$ cat config.mk
export PLATFORM = sky130hd
export DESIGN_NAME = branch_group_cache
export DESIGN_NICKNAME = d
export VERILOG_FILES = /design/src/rtl/bgc_pkg.sv /design/src/rtl/bgc_slot.sv /design/src/rtl/bgc_match.sv /design/src/rtl/bgc_recency.sv /design/src/rtl/branch_group_cache.sv
export SDC_FILE = /design/constraint.sdc
export NUM_CORES = 1
export LEC_CHECK = 0
export BUFFER_PORTS_ARGS = -buffer_cell sky130_fd_sc_hd__buf_2
export CELL_PAD_IN_SITES_DETAIL_PLACEMENT = 1
export CELL_PAD_IN_SITES_GLOBAL_PLACEMENT = 1
export CORE_ASPECT_RATIO = 1.2
export CORE_MARGIN = 5
export CORE_UTILIZATION = 45
export DETAILED_ROUTE_END_ITERATION = 6
export GPL_TIMING_DRIVEN = 1
export PLACE_DENSITY_LB_ADDON = 0.15
export SYNTH_ARGS = -nofsm -noshare
export SYNTH_HDL_FRONTEND = slang
export SYNTH_HIERARCHICAL = 1
export SYNTH_SLANG_ARGS = --single-unit
$ cat constraint.sdc
create_clock -name clk -period 2.5 [get_ports clk]
set_clock_uncertainty 0.05 [all_clocks]
set_input_delay 0.5 -clock clk [delete_from_list [all_inputs] [get_ports clk]]
set_output_delay 0.5 -clock clk [all_outputs]
set_load 0.01 [all_outputs]
$ cat src/rtl/bgc_pkg.sv
package bgc_pkg;
  localparam int unsigned NUM_SLOTS = 2;
  typedef enum logic {
    RANK_NEW = 1'b0,
    RANK_OLD = 1'b1
  } rank_e;
endpackage

$ cat src/rtl/bgc_slot.sv
module bgc_slot #(
  parameter int unsigned AW = 12,
  parameter int unsigned GW = 72
) (
  input  logic          clk,
  input  logic          rst_n,
  input  logic          we,
  input  logic [AW-1:0] wr_addr,
  input  logic [GW-1:0] wr_group,
  output logic          valid_o,
  output logic [AW-1:0] addr_o,
  output logic [GW-1:0] group_o
);
  logic          valid_q;
  logic [AW-1:0] addr_q;
  logic [GW-1:0] group_q;

  always_ff @(posedge clk or negedge rst_n) begin
    if (!rst_n) begin
      valid_q <= 1'b0;
      addr_q  <= '0;
      group_q <= '0;
    end else if (we) begin
      valid_q <= 1'b1;
      addr_q  <= wr_addr;
      group_q <= wr_group;
    end
  end

  assign valid_o = valid_q;
  assign addr_o  = addr_q;
  assign group_o = group_q;
endmodule

$ cat src/rtl/bgc_match.sv
module bgc_match #(
  parameter int unsigned AW = 12,
  parameter int unsigned NS = 2
) (
  input  logic [NS-1:0]         slot_v,
  input  logic [NS-1:0][AW-1:0] slot_a,
  input  logic [AW-1:0]         addr,
  output logic [NS-1:0]         hit_vec
);
  for (genvar i = 0; i < NS; i++) begin : g_cmp
    assign hit_vec[i] = slot_v[i] && (slot_a[i] == addr);
  end
endmodule

$ cat src/rtl/bgc_recency.sv
module bgc_recency (
  input  logic       clk,
  input  logic       rst_n,
  input  logic       upd_valid,
  input  logic [1:0] upd_hit,
  input  logic [1:0] slot_v,
  output logic [1:0] we,
  output logic       newer_o
);
  logic newer_q;
  logic newer_d;
  logic older;
  logic victim;

  always_comb begin
    older   = ~newer_q;
    newer_d = newer_q;
    we      = 2'b00;
    victim  = older;
    if (upd_valid) begin
      if (upd_hit[newer_q]) begin
        newer_d = newer_q;
      end else if (upd_hit[older]) begin
        newer_d = older;
      end else begin
        if (!slot_v[older])        victim = older;
        else if (!slot_v[newer_q]) victim = newer_q;
        else                       victim = older;
        we[victim] = 1'b1;
        newer_d    = victim;
      end
    end
  end

  always_ff @(posedge clk or negedge rst_n) begin
    if (!rst_n) newer_q <= 1'b0;
    else        newer_q <= newer_d;
  end

  assign newer_o = newer_q;
endmodule

$ cat src/rtl/branch_group_cache.sv
module branch_group_cache
  import bgc_pkg::*;
#(
  parameter int unsigned AW    = 12,
  parameter int unsigned IW    = 24,
  parameter int unsigned GROUP = 3
) (
  input  logic                clk,
  input  logic                rst_n,
  input  logic                upd_valid,
  input  logic [AW-1:0]       upd_addr,
  input  logic [GROUP*IW-1:0] upd_group,
  input  logic [AW-1:0]       lk_addr,
  output logic                lk_hit,
  output logic [GROUP*IW-1:0] lk_group,
  output logic                lk_rank
);
  localparam int unsigned GW = GROUP * IW;
  localparam int unsigned NS = NUM_SLOTS;

  logic [NS-1:0]         slot_v;
  logic [NS-1:0][AW-1:0] slot_a;
  logic [NS-1:0][GW-1:0] slot_g;
  logic [NS-1:0]         slot_we;
  logic [NS-1:0]         upd_hv;
  logic [NS-1:0]         lk_hv;
  logic                  newer_q;

  for (genvar i = 0; i < NS; i++) begin : g_slot
    bgc_slot #(.AW(AW), .GW(GW)) u_slot (
      .clk     (clk),
      .rst_n   (rst_n),
      .we      (slot_we[i]),
      .wr_addr (upd_addr),
      .wr_group(upd_group),
      .valid_o (slot_v[i]),
      .addr_o  (slot_a[i]),
      .group_o (slot_g[i])
    );
  end

  bgc_match #(.AW(AW), .NS(NS)) u_upd_match (
    .slot_v (slot_v),
    .slot_a (slot_a),
    .addr   (upd_addr),
    .hit_vec(upd_hv)
  );

  bgc_match #(.AW(AW), .NS(NS)) u_lk_match (
    .slot_v (slot_v),
    .slot_a (slot_a),
    .addr   (lk_addr),
    .hit_vec(lk_hv)
  );

  bgc_recency u_recency (
    .clk      (clk),
    .rst_n    (rst_n),
    .upd_valid(upd_valid),
    .upd_hit  (upd_hv),
    .slot_v   (slot_v),
    .we       (slot_we),
    .newer_o  (newer_q)
  );

  rank_e rank_sel;

  always_comb begin
    lk_hit   = 1'b0;
    lk_group = '0;
    rank_sel = RANK_NEW;
    if (lk_hv[newer_q]) begin
      lk_hit   = 1'b1;
      lk_group = slot_g[newer_q];
      rank_sel = RANK_NEW;
    end else if (lk_hv[~newer_q]) begin
      lk_hit   = 1'b1;
      lk_group = slot_g[~newer_q];
      rank_sel = RANK_OLD;
    end
  end

  assign lk_rank = rank_sel;
endmodule

# --- Yosys cells after proc, flatten, opt, wreduce, memory -nomap -nowiden ---
# Cells that the tools add are included.
# W data, S select, Z words.
word_totals:
  in_bits: 99
  ff_bits: 171
  output_inout_bits: 74
op_classes:
  n_eq_ne: 4
  n_reduce_logical: 6
  bitwise: 2
  mux: 32
  magnitude_cmp: 4
op_table:
  columns: ["cell", "n"]
  rows:
  - ["$mux W72", 6]
  - ["$eq A12 B12 Y1", 4]
  - ["$mux W1", 22]
  - ["$lt A1 B2 Y1 const B", 3]
  - ["$mux W2", 3]
  - ["$logic_and A1 B1 Y1", 5]
  - ["$not A1 Y1", 2]
  - ["$reduce_and A2 Y1", 1]
  - ["$demux W1 S1", 1]
  - ["$ge A1 B1 Y1 const B", 1]

# --- Logic depth before layout (Yosys ltp) ---
# Gate-level depths: netlist (run 1).
depth:
  word_depth: 14
  depth_mapped: 8

# --- By module ---
# Netlist (run 1), hierarchy kept.
modules_own_cells:
  columns: ["mod", "cells_per_inst", "seq_area_each_um2", "n_inst", "area_each_um2"]
  rows:
  - ["bgc_slot", 179, 2127.0, 2, 3158.0]
  - ["branch_group_cache", 102, 0.0, 1, 974.7]
  - ["bgc_match", 34, 0.0, 2, 277.8]
  - ["bgc_recency", 12, 25.0, 1, 97.6]

# --- Worst setup path before layout (run 1) ---
# No wires, ideal clock.
synth_path:
  kind: "input-to-output"
  startpoint: "in lk_addr[10]"
  endpoint: "out lk_group[10]"
  slack_ps: 172
  n_path_buf: 2
  arrival_ps: 1778
  path_stages: 7
  cell_sequence: "xnor2_1 -> nand4_1 -> nor4_2 -> a21boi_1 -> buf_4 -> buf_6 -> a32o_1"
synth_between:
  elab_chain_cells: 6
  elab_cells_between_ends: 10
  cone_classes: "eq/ne: 2; mux: 6; reduce/logical: 2"
synth_rtl:
  columns: ["item", "line_no", "rtl"]
  rows:
  - ["from (decl)", "branch_group_cache.sv:13", "input logic [AW-1:0] lk_addr,"]
  - ["$eq A12 B12 Y1 *", "bgc_match.sv:11", "assign hit_vec[i] = slot_v[i] && (slot_a[i] == addr);"]
  - ["$logic_and A1 B1 Y1 *", "bgc_match.sv:11", null]
  - ["via lk_hv[0]", "branch_group_cache.sv:26", "logic [NS-1:0] lk_hv;"]
  - ["$mux W1 (not written as such) (2 in a row)", "branch_group_cache.sv:76", "end else if (lk_hv[~newer_q]) begin"]
  - ["$mux W72", "branch_group_cache.sv:76", null]
  - ["$mux W72 *", "branch_group_cache.sv:72", "if (lk_hv[newer_q]) begin"]
  - ["to (decl)", "branch_group_cache.sv:15", "output logic [GROUP*IW-1:0] lk_group,"]
# The timed path passes the listed nets; every way through them passes the cells marked *. The select of a mux whose other input is x is not followed.

# --- Worst setup path in the final report (run 1) ---
layout_path:
  startpoint: "reg g_slot[0].u_slot.addr_q[0]"
  endpoint: "out lk_group[24]"
layout_between:
  elab_chain_cells: 6
  elab_cells_between_ends: 8
  cone_classes: "eq/ne: 1; mux: 6; reduce/logical: 1"
layout_rtl:
  columns: ["item", "line_no", "rtl"]
  rows:
  - ["from (decl)", "bgc_slot.sv:15", "logic [AW-1:0] addr_q;"]
  - ["from (signal assigned)", "bgc_slot.sv:25", "addr_q <= wr_addr;"]
  - ["$eq A12 B12 Y1 *", "bgc_match.sv:11", null]
  - ["$logic_and A1 B1 Y1 *", "bgc_match.sv:11", null]
  - ["via lk_hv[0]", "branch_group_cache.sv:26", null]
  - ["$mux W1 (not written as such) (2 in a row)", "branch_group_cache.sv:76", null]
  - ["$mux W72", "branch_group_cache.sv:76", null]
  - ["$mux W72 *", "branch_group_cache.sv:72", null]
# Marked as above.

==> flow_metrics.tcl, run 1 <==
set metrics [dict create \
    worst_path_max_delay_cell "dfrtp_1" \
    clock-sinks 171 \
    postRouteAntennaNets 0 \
    antenna_found_initial 1 \
    fin_area_um2 11000 \
    numPlacedInstances 948 \
    grt.met2_usage 0.385 \
    critPathBufInv 4 \
    n_antenna_cell 0 \
    grt_max_degree 65 \
    wl_per_cell_um 25.2 \
    dieArea_um2 20400 \
    fin_cells 1014 \
    drv_slew 0 \
    pre_cts_slack_ns -0.346 \
    cts_tree "built" \
    hpwl_um 14800 \
    boundaryPins 173 \
    violations "negative setup slack" \
    via_per_inst 5.72 \
    grt.overflow.total 0 \
    met1_usage 0.245 \
    ctsHoldBuffers 0 \
    n_fill_cell 1661 \
    post-route-min-period_ns 3.05 \
    place_area_um2 9360 \
    busiest_layer "met2" \
    tightestPinTransition_ns 0.614 \
    finalWirelength_um 25600 \
    crit_family "buffers and inverters" \
    yosysSeqAreaShare 0.539 \
    core_area_um2 17400 \
    critical-path-max-stage-delay_ns 0.40 \
    yosysWarnings 6 \
    port_buffers 172 \
    synth-seq-cells 171 \
    die_h_um 156 \
    powerDensity_nw_per_um2 849 \
    hp-class "input pin to async pin" \
    yosysUniqueCellTypes 27 \
    tns_ns -36.69 \
    rows 53 \
    grt_pass1_wl_um 35200 \
    crit_arrival_ns 2.50 \
    fmax_mhz 328 \
    power.leakage_nw 4.98 \
    r2r_cells 10 \
    insertion_delay_ns 0.43 \
    syn_to_final_growth_pct 38.0 \
    syn_inst 540 \
    synth_area_per_cell_um2 14.7 \
    cts-root-buf "clkbuf_16" \
    htree_levels 4 \
    hold_ws_ns 0.0136 \
    crit_path_start_kind "flop" \
    end_kind "primary output" \
    cp_max_fo 11 \
    final_cell_mix "171 x dfrtp_1, 158 x buf_2, 75 x mux2_1, 63 x mux2_2, 60 x a32o_1" \
    clockBufferDepth 2 \
    layout_commonest_cell "dfrtp_1" \
    drive_gt1_frac 0.528 \
    gp_congestion 0.761 \
    slew_headroom 0.591 \
    clkSlewWorstSetupHoldPaths_ns 0.07 \
    rsz0062_at_grt "true" \
    ir_drop_uv 502 \
    cts_made_buffers 17 \
    rrSetupSlack_ns 0 \
    drtIter0Drc 316 \
    hold_viol 0 \
    worstPathRequired_ns 1.95 \
    drc 0 \
    r2r-start "g_slot[1].u_slot/addr_o[5]" \
    status "complete, but fails checks" \
    synth_area_um2 7940 \
    vias 5805 \
    setup_viol 74 \
    start_util 0.455 \
    fin_crit_sh 1.22 \
    grt_pass1_vias 6633 \
    reg2reg_to "g_slot[1].u_slot/group_o[70]" \
    grt_usage 0.214 \
    maxCapViolCount 0 \
    crit_chain "xnor2_1, nand3_1, nor4_2, buf_4, a21boi_4, buf_12, buf_12, a32o_1, buf_2" \
    grt_use_met3 0.0513 \
    nNetsFinal 881 \
    setup_ws_ns -0.553 \
    synth_nets 639 \
    critical_path_class "flop to primary output" \
    die_width_um 131 \
    dr.pass1.iters 4 \
    crit_top_cell "buf_12" \
]
-- worst max-delay path by stage --
stage	endpoint	from	slack, ns	cells after the start
2_1_floorplan	lk_group[10]	lk_addr[10]	0.17	7
3_3_place_gp	lk_group[70]	lk_addr[0]	-0.35	10
3_5_place_dp	lk_group[70]	lk_addr[0]	-0.35	10
4_1_cts	lk_group[35]	g_slot[0].u_slot/addr_o[3]	-0.52	9
5_1_grt	lk_group[24]	g_slot[0].u_slot/addr_o[8]	-0.67	9
6_report	lk_group[24]	g_slot[0].u_slot/addr_o[0]	-0.55	9
-- through the flow --
step	power [W]	utilization
after detailed placement	0.00622	0.537
after global placement	0.00600	0.537
final	0.00930	0.628
after CTS	0.00883	0.588
after global routing	0.00972	0.628
after floorplan	0.00544	-
-- cells in the mapped netlist --
library cell / instances / share of area
a21boi_1: 1 / 0.00095
a21oi_1: 1 / 0.00063
a2bb2oi_1: 1 / 0.0011
a32o_1: 72 / 0.091
buf_2: 13 / 0.0082
buf_4: 3 / 0.0028
buf_6: 25 / 0.035
clkbuf_1: 1 / 0.00047
dfrtp_1: 171 / 0.54
mux2_1: 98 / 0.14
mux2_2: 70 / 0.099
nand2_1: 4 / 0.0019
nand2b_1: 4 / 0.0031
nand3_1: 4 / 0.0025
nand3b_1: 1 / 0.00095
nand4_1: 8 / 0.0063
nor2_1: 1 / 0.00047
nor2b_1: 2 / 0.0016
nor3_1: 1 / 0.00063
nor3b_2: 1 / 0.0016
nor4_2: 4 / 0.0063
o21a_1: 1 / 0.00095
o21ai_0: 1 / 0.00063
o21ai_1: 1 / 0.00063
or2_1: 1 / 0.00079
or2_2: 2 / 0.0016
xnor2_1: 48 / 0.053
-- layer usage --
metal | share of wire | vias to the layer above | wire length (um)
met5 | 0.00051 | - | 13
met4 | 0.023 | 2 | 590
met3 | 0.045 | 42 | 1160
met2 | 0.55 | 188 | 14000
met1 | 0.39 | 3040 | 9870
li1 | - | 2533 | -
-- worst register-to-register path, delay by kind of cell, from the launching register on --
kind	cells	cell delay [ns]
simple gates	4	0.80
buf+inv	4	0.61
flops	1	0.41
mux	1	0.33
xor+xnor	1	0.18
-- cell type report --
class,count,area (um^2),share of cell area
clock buffers,18,429,0.0392
flip-flops and latches,171,4280,0.390
well taps,220,275,0.0251
clock inverters,13,120,0.0110
repair buffers,265,2310,0.211
multi-input cells,327,3550,0.324
-- where the power goes --
group          switching, W  internal (W)  leakage, nW  total [W]
Combinational      0.000938       0.00142         2.72    0.00236
Sequential         0.000661       0.00376         1.99    0.00442
Clock               0.00115       0.00137        0.263    0.00253
-- timing repair --
item                       CTS  global route
setup endpoints to repair   74           243
gates resized for setup     42            60
buffers inserted            10             6
cloned                       3            21
pin swaps                    8            13
-- cell families after synthesis --
logic type	synth area share
AO/OA/AOI/OAI	0.0956
XOR/XNOR	0.0529
buffers and inverters	0.0469
flip-flops	0.539
multiplexers	0.238
AND/OR/NAND/NOR	0.0277
-- registers in the layout, summed over array words and instances, names as in the netlist --
signal	count
u_recency/newer_o	1
g_slot.u_slot/group_o	144
g_slot.u_slot/addr_o	24
g_slot.u_slot/valid_o	2
Note: power is estimated with default switching activity, not from simulation.
==> inputs of run 2 (changes only) <==
--- a/config.mk
+++ b/config.mk
@@ -9,11 +9,12 @@
 export CELL_PAD_IN_SITES_DETAIL_PLACEMENT = 1
 export CELL_PAD_IN_SITES_GLOBAL_PLACEMENT = 1
 export CORE_ASPECT_RATIO = 1.2
-export CORE_MARGIN = 5
-export CORE_UTILIZATION = 45
+export CORE_MARGIN = 3
+export CORE_UTILIZATION = 40
 export DETAILED_ROUTE_END_ITERATION = 6
 export GPL_TIMING_DRIVEN = 1
 export PLACE_DENSITY_LB_ADDON = 0.15
+export RECOVER_POWER = 100
 export SYNTH_ARGS = -nofsm -noshare
 export SYNTH_HDL_FRONTEND = slang
 export SYNTH_HIERARCHICAL = 1
==> flow_metrics.tcl, run 2 (same netlist as run 1, synthesis figures left out) <==
set metrics [dict create \
    htree_levels 4 \
    status "complete, but fails checks" \
    post-route-min-period_ns 2.96 \
    fin_area_um2 10400 \
    largest_reg_flops 144 \
    boundaryPins 173 \
    tightestPinTransition_ns 1.26 \
    hpwl_um 14300 \
    hold_path_end "g_slot[0].u_slot/group_o[38]" \
    n_antenna_cell 0 \
    drc 0 \
    n_fill_cell 1953 \
    cts_made_buffers 17 \
    via_per_inst 5.38 \
    final_cell_mix "171 x dfrtp_1, 154 x buf_2, 95 x mux2_1, 70 x mux2_2, 60 x a32o_1" \
    r2r-start "g_slot[1].u_slot/addr_o[5]" \
    port_buffers 172 \
    worstPathRequired_ns 1.95 \
    rsz0062_at_grt "true" \
    nNetsFinal 857 \
    cp_max_fo 46 \
    drive_gt1_frac 0.481 \
    place_area_um2 9350 \
    cts_tree "built" \
    violations "negative setup slack" \
    syn_to_final_growth_pct 30.3 \
    clkSlewWorstSetupHoldPaths_ns 0.07 \
    postRouteAntennaNets 0 \
    setup_ws_ns -0.463 \
    end_kind "primary output" \
    crit_arrival_ns 2.41 \
    layout_commonest_cell "dfrtp_1" \
    hold_viol 0 \
    antenna_found_initial 1 \
    fin_crit_sh 1.19 \
    power.leakage_nw 4.61 \
    finalPower_w 0.00872 \
    die_width_um 135 \
    powerDensity_nw_per_um2 842 \
    clockBufferDepth 2 \
    crit_path_start_kind "flop" \
    grt.overflow.total 0 \
    setup_viol 241 \
    r2r_cells 10 \
    wl_per_cell_um 20.8 \
    grt_usage 0.199 \
    critical_path_class "flop to primary output" \
    vias 5521 \
    hold_depth 2 \
    drtIter0Drc 189 \
    maxCapViolCount 0 \
    grt_max_degree 60 \
    slew_headroom 0.161 \
    dr.pass1.iters 4 \
    dieArea_um2 21600 \
    drv_slew 0 \
    clock-sinks 171 \
    ir_drop_uv 423 \
    gp_congestion 0.745 \
    start_util 0.414 \
    hold_path_startpoint "upd_group[38]" \
    finalWirelength_um 21400 \
    pre_cts_slack_ns -0.320 \
    tns_ns -47.07 \
    hp-class "input pin to flop" \
    fmax_mhz 338 \
    grt_pass1_vias 6301 \
    reg2reg_to "g_slot[1].u_slot/group_o[34]" \
    rrSetupSlack_ns -0.15 \
    insertion_delay_ns 0.42 \
    rows 55 \
    die_h_um 160 \
    fin_util 0.539 \
    cts-root-buf "clkbuf_16" \
    grt_pass1_wl_um 33900 \
    core_area_um2 19200 \
]
==> run 2: cell types whose count changed in the layout (fill, tap and decap cells not counted), sizes merged <==
| cell | previous run | this run |
|---|---|---|
| clkbuf | 33 | 24 |
| clkinvlp | 3 | 4 |
| bufinv | 1 | 0 |
| buf | 250 | 235 |
| dlygate4sd3 | 0 | 1 |
| inv | 3 | 2 |
==> run 2: final cells by class <==
type                            instances  area [um^2]  share of cell area
Tap cell                              256          320              0.0309
Timing Repair Buffer                  241         1820               0.176
Clock buffer                           19          443              0.0428
Clock inverter                         12         92.6             0.00894
Sequential cell                       171         4280               0.413
Multi-Input combinational cell        327         3400               0.328
==> run 2: routing by layer <==
layer  vias up  wire length, um  track usage
met5         -               13            0
met4         2              267       0.0472
met3        20              999       0.0476
met2       133            11500        0.366
met1      2889             8590        0.231
li1       2477                -            -
==> run 2: where the power goes <==
part	switching (W)	leakage, nW	internal (W)
sequential	0.000594	1.99	0.00376
clock	0.00111	0.252	0.00130
combinational	0.000761	2.36	0.00119
==> run 2: worst max-delay path by stage <==
stage / startpoint / to / slack, ns / depth (start not counted)
floorplan: lk_addr[10] / lk_group[10] / 0.17 / 7
global placement: lk_addr[6] / lk_group[37] / -0.29 / 9
detailed placement: lk_addr[5] / lk_group[16] / -0.32 / 8
CTS: g_slot[0].u_slot/addr_o[5] / lk_group[61] / -0.53 / 9
global route: g_slot[1].u_slot/addr_o[8] / lk_group[32] / -0.58 / 9
finish: g_slot[0].u_slot/addr_o[5] / lk_group[37] / -0.46 / 9
==> run 2: repair_timing <==
| action | 4_1_cts | 5_1_grt |
|---|---|---|
| resized for setup | 25 | 32 |
| endpoints found under the setup margin | 74 | 220 |
| hold endpoints to repair | 45 | 0 |
| setup buffers | 6 | 9 |
| pin swaps | 6 | 9 |
| cloned | 3 | 2 |
| hold buffers | 1 | 0 |
==> run 2: through the flow <==
| stage | hold WS (ns) | std cells |
|---|---|---|
| final | 0.260 | 1026 |
| after detailed placement | 0.426 | 975 |
| after global placement | 0.417 | 975 |
| after CTS | 0.237 | 1016 |
| after global routing | 0.240 | 1026 |
| after floorplan | 0.154 | 540 |
==> run 2: critical path, stage by stage (launching register included) <==
cell and delay (ns):
dfrtp_1 0.41, xnor2_2 0.18, nand4_1 0.13, nor4_2 0.27, buf_4 0.16, buf_4 0.12
nand2b_4 0.07, buf_12 0.18, a32o_1 0.30, buf_2 0.14
==> inputs of run 3 (changes only) <==
--- a/config.mk
+++ b/config.mk
@@ -11,6 +11,7 @@
 export CORE_ASPECT_RATIO = 1.2
 export CORE_MARGIN = 3
 export CORE_UTILIZATION = 40
+export CTS_CLUSTER_SIZE = 10
 export DETAILED_ROUTE_END_ITERATION = 6
 export GPL_TIMING_DRIVEN = 1
 export PLACE_DENSITY_LB_ADDON = 0.15
==> constraint.sdc (replaced) <==
create_clock -name clk -period 2.5 [get_ports clk]
set_clock_uncertainty 0.05 [all_clocks]
set_input_delay 0.375 -clock clk [delete_from_list [all_inputs] [get_ports clk]]
set_output_delay 0.375 -clock clk [all_outputs]
set_load 0.01 [all_outputs]
==> flow_metrics.tcl, run 3 (same netlist as run 1, synthesis figures left out) <==
set metrics [dict create \
    crit_arrival_ns 2.50 \
    power.leakage_nw 4.77 \
    fin_crit_sh 1.17 \
    numPlacedInstances 951 \
    maxCapViolCount 0 \
    n_fill_cell 1905 \
    hp-class "input pin to flop" \
    ir_drop_uv 461 \
    pre_cts_slack_ns -0.104 \
    boundaryPins 173 \
    start_util 0.414 \
    wl_per_cell_um 22.8 \
    worstPathRequired_ns 2.08 \
    dr.pass1.iters 4 \
    die_width_um 135 \
    drv_slew 0 \
    drtIter0Drc 257 \
    hold_viol 0 \
    setup_viol 244 \
    port_buffers 172 \
    critPathBufInv 5 \
    final_cell_mix "171 x dfrtp_1, 156 x buf_2, 92 x mux2_1, 69 x mux2_2, 61 x a32o_1" \
    via_per_inst 5.43 \
    hpwl_um 13400 \
    grt.overflow.total 0 \
    finalWirelength_um 23500 \
    clockBufferDepth 2 \
    core_area_um2 19200 \
    largest_reg_flops 144 \
    post-route-min-period_ns 2.92 \
    violations "negative setup slack" \
    nNetsFinal 859 \
    status "complete, but fails checks" \
    gp_congestion 0.737 \
    place_area_um2 9140 \
    crit_top_cell "buf_12" \
    die_h_um 160 \
    drive_gt1_frac 0.494 \
    tns_ns -70.51 \
    path_depth 10 \
    critical-path-max-stage-delay_ns 0.41 \
    multiInputGateArea_um2 3460 \
    powerDensity_nw_per_um2 870 \
    critical_path_class "flop to primary output" \
    end_kind "primary output" \
    layout_commonest_cell "dfrtp_1" \
    cts-root-buf "clkbuf_16" \
    fmax_mhz 342 \
    setup_ws_ns -0.421 \
    cp_max_fo 19 \
    antenna_found_initial 2 \
    r2r_cells 14 \
    fin_cells 1029 \
    cts_made_buffers 17 \
    grt_pass1_vias 6171 \
    postRouteAntennaNets 0 \
    dieArea_um2 21600 \
    seq_area_um2 4280 \
    insertion_delay_ns 0.43 \
    worst_path_max_delay_cell "dfrtp_1" \
    tightestPinTransition_ns 0.958 \
    cts_tree "built" \
    syn_to_final_growth_pct 34.5 \
    drc 0 \
    slew_headroom 0.361 \
    rows 55 \
    vias 5592 \
    htree_levels 4 \
    hold_depth 2 \
    clock-sinks 171 \
    fin_area_um2 10700 \
    rsz0062_at_grt "true" \
    crit_family "buffers and inverters" \
    grt_pass1_wl_um 33600 \
    grt_max_degree 70 \
    crit_path_start_kind "flop" \
    grt_usage 0.195 \
    clkSlewWorstSetupHoldPaths_ns 0.07 \
    crit_chain "xnor2_1, nand4_1, nor4_2, buf_4, a21boi_4, buf_6, buf_12, buf_12, a32o_1, buf_2" \
    n_antenna_cell 0 \
]
run 3: area by class of cell:
type / count / share of cell area
Clock buffer: 19 / 0.0424
Clock inverter: 13 / 0.0163
Multi-Input combinational cell: 327 / 0.324
Sequential cell: 171 / 0.401
Tap cell: 256 / 0.0300
Timing Repair Buffer: 243 / 0.187
run 3: worst paths after layout:
path,slack (ns),startpoint,endpoint
max,-0.42,g_slot[0].u_slot/addr_o[5],lk_group[57]
min,0.13,upd_group[40],g_slot[0].u_slot/group_o[40]
max reg2reg,-0.35,g_slot[1].u_slot/addr_o[11],g_slot[1].u_slot/group_o[13]
min reg2reg,0.44,g_slot[0].u_slot/group_o[44],g_slot[0].u_slot/group_o[44]
max in group asynchronous,0.35,rst_n,g_slot[1].u_slot/group_o[61]
min in group asynchronous,0.59,rst_n,g_slot[0].u_slot/group_o[59]
run 3: worst reg2reg max path, stage by stage, from the launching register on:
cell and delay [ns]:
dfrtp_1 0.41, buf_6 0.13, buf_6 0.10, buf_6 0.10, buf_6 0.11, xnor2_2 0.11
nand4_1 0.21, nor4_1 0.41, nand2b_4 0.26, buf_12 0.11, nor3b_4 0.04, buf_6 0.14
buf_4 0.15, buf_8 0.14, mux2_2 0.27
run 3: timing repair:
item	in CTS	in global routing
resized for setup	26	58
pin swaps	8	12
gates cloned	3	15
setup buffers	14	15
endpoints found under the setup margin	74	225
hold buffers	1	0
endpoints found under the hold margin	37	0
run 3: routing by layer:
metal  up-vias  routed length [um]  GRT usage
met4         4                 253     0.0389
met2       120               12400      0.348
li1       2488                   -          -
met1      2961                9670      0.236
met5         -                  21          0
met3        19                1080     0.0542
run 3: through the flow:
step | hold slack [ns] | total power (W) | utilization
after CTS | 0.117 | 0.00898 | 0.525
after global routing | 0.116 | 0.00983 | 0.556
after floorplan | 0.0294 | 0.00544 | -
after global placement | 0.253 | 0.00587 | 0.476
final | 0.134 | 0.00929 | 0.556
after detailed placement | 0.261 | 0.00606 | 0.476
run 3: report_power, final:
part / internal (W) / switching [W]
sequential: 0.00376 / 0.000611
combinational: 0.00129 / 0.000833
clock: 0.00165 / 0.00115
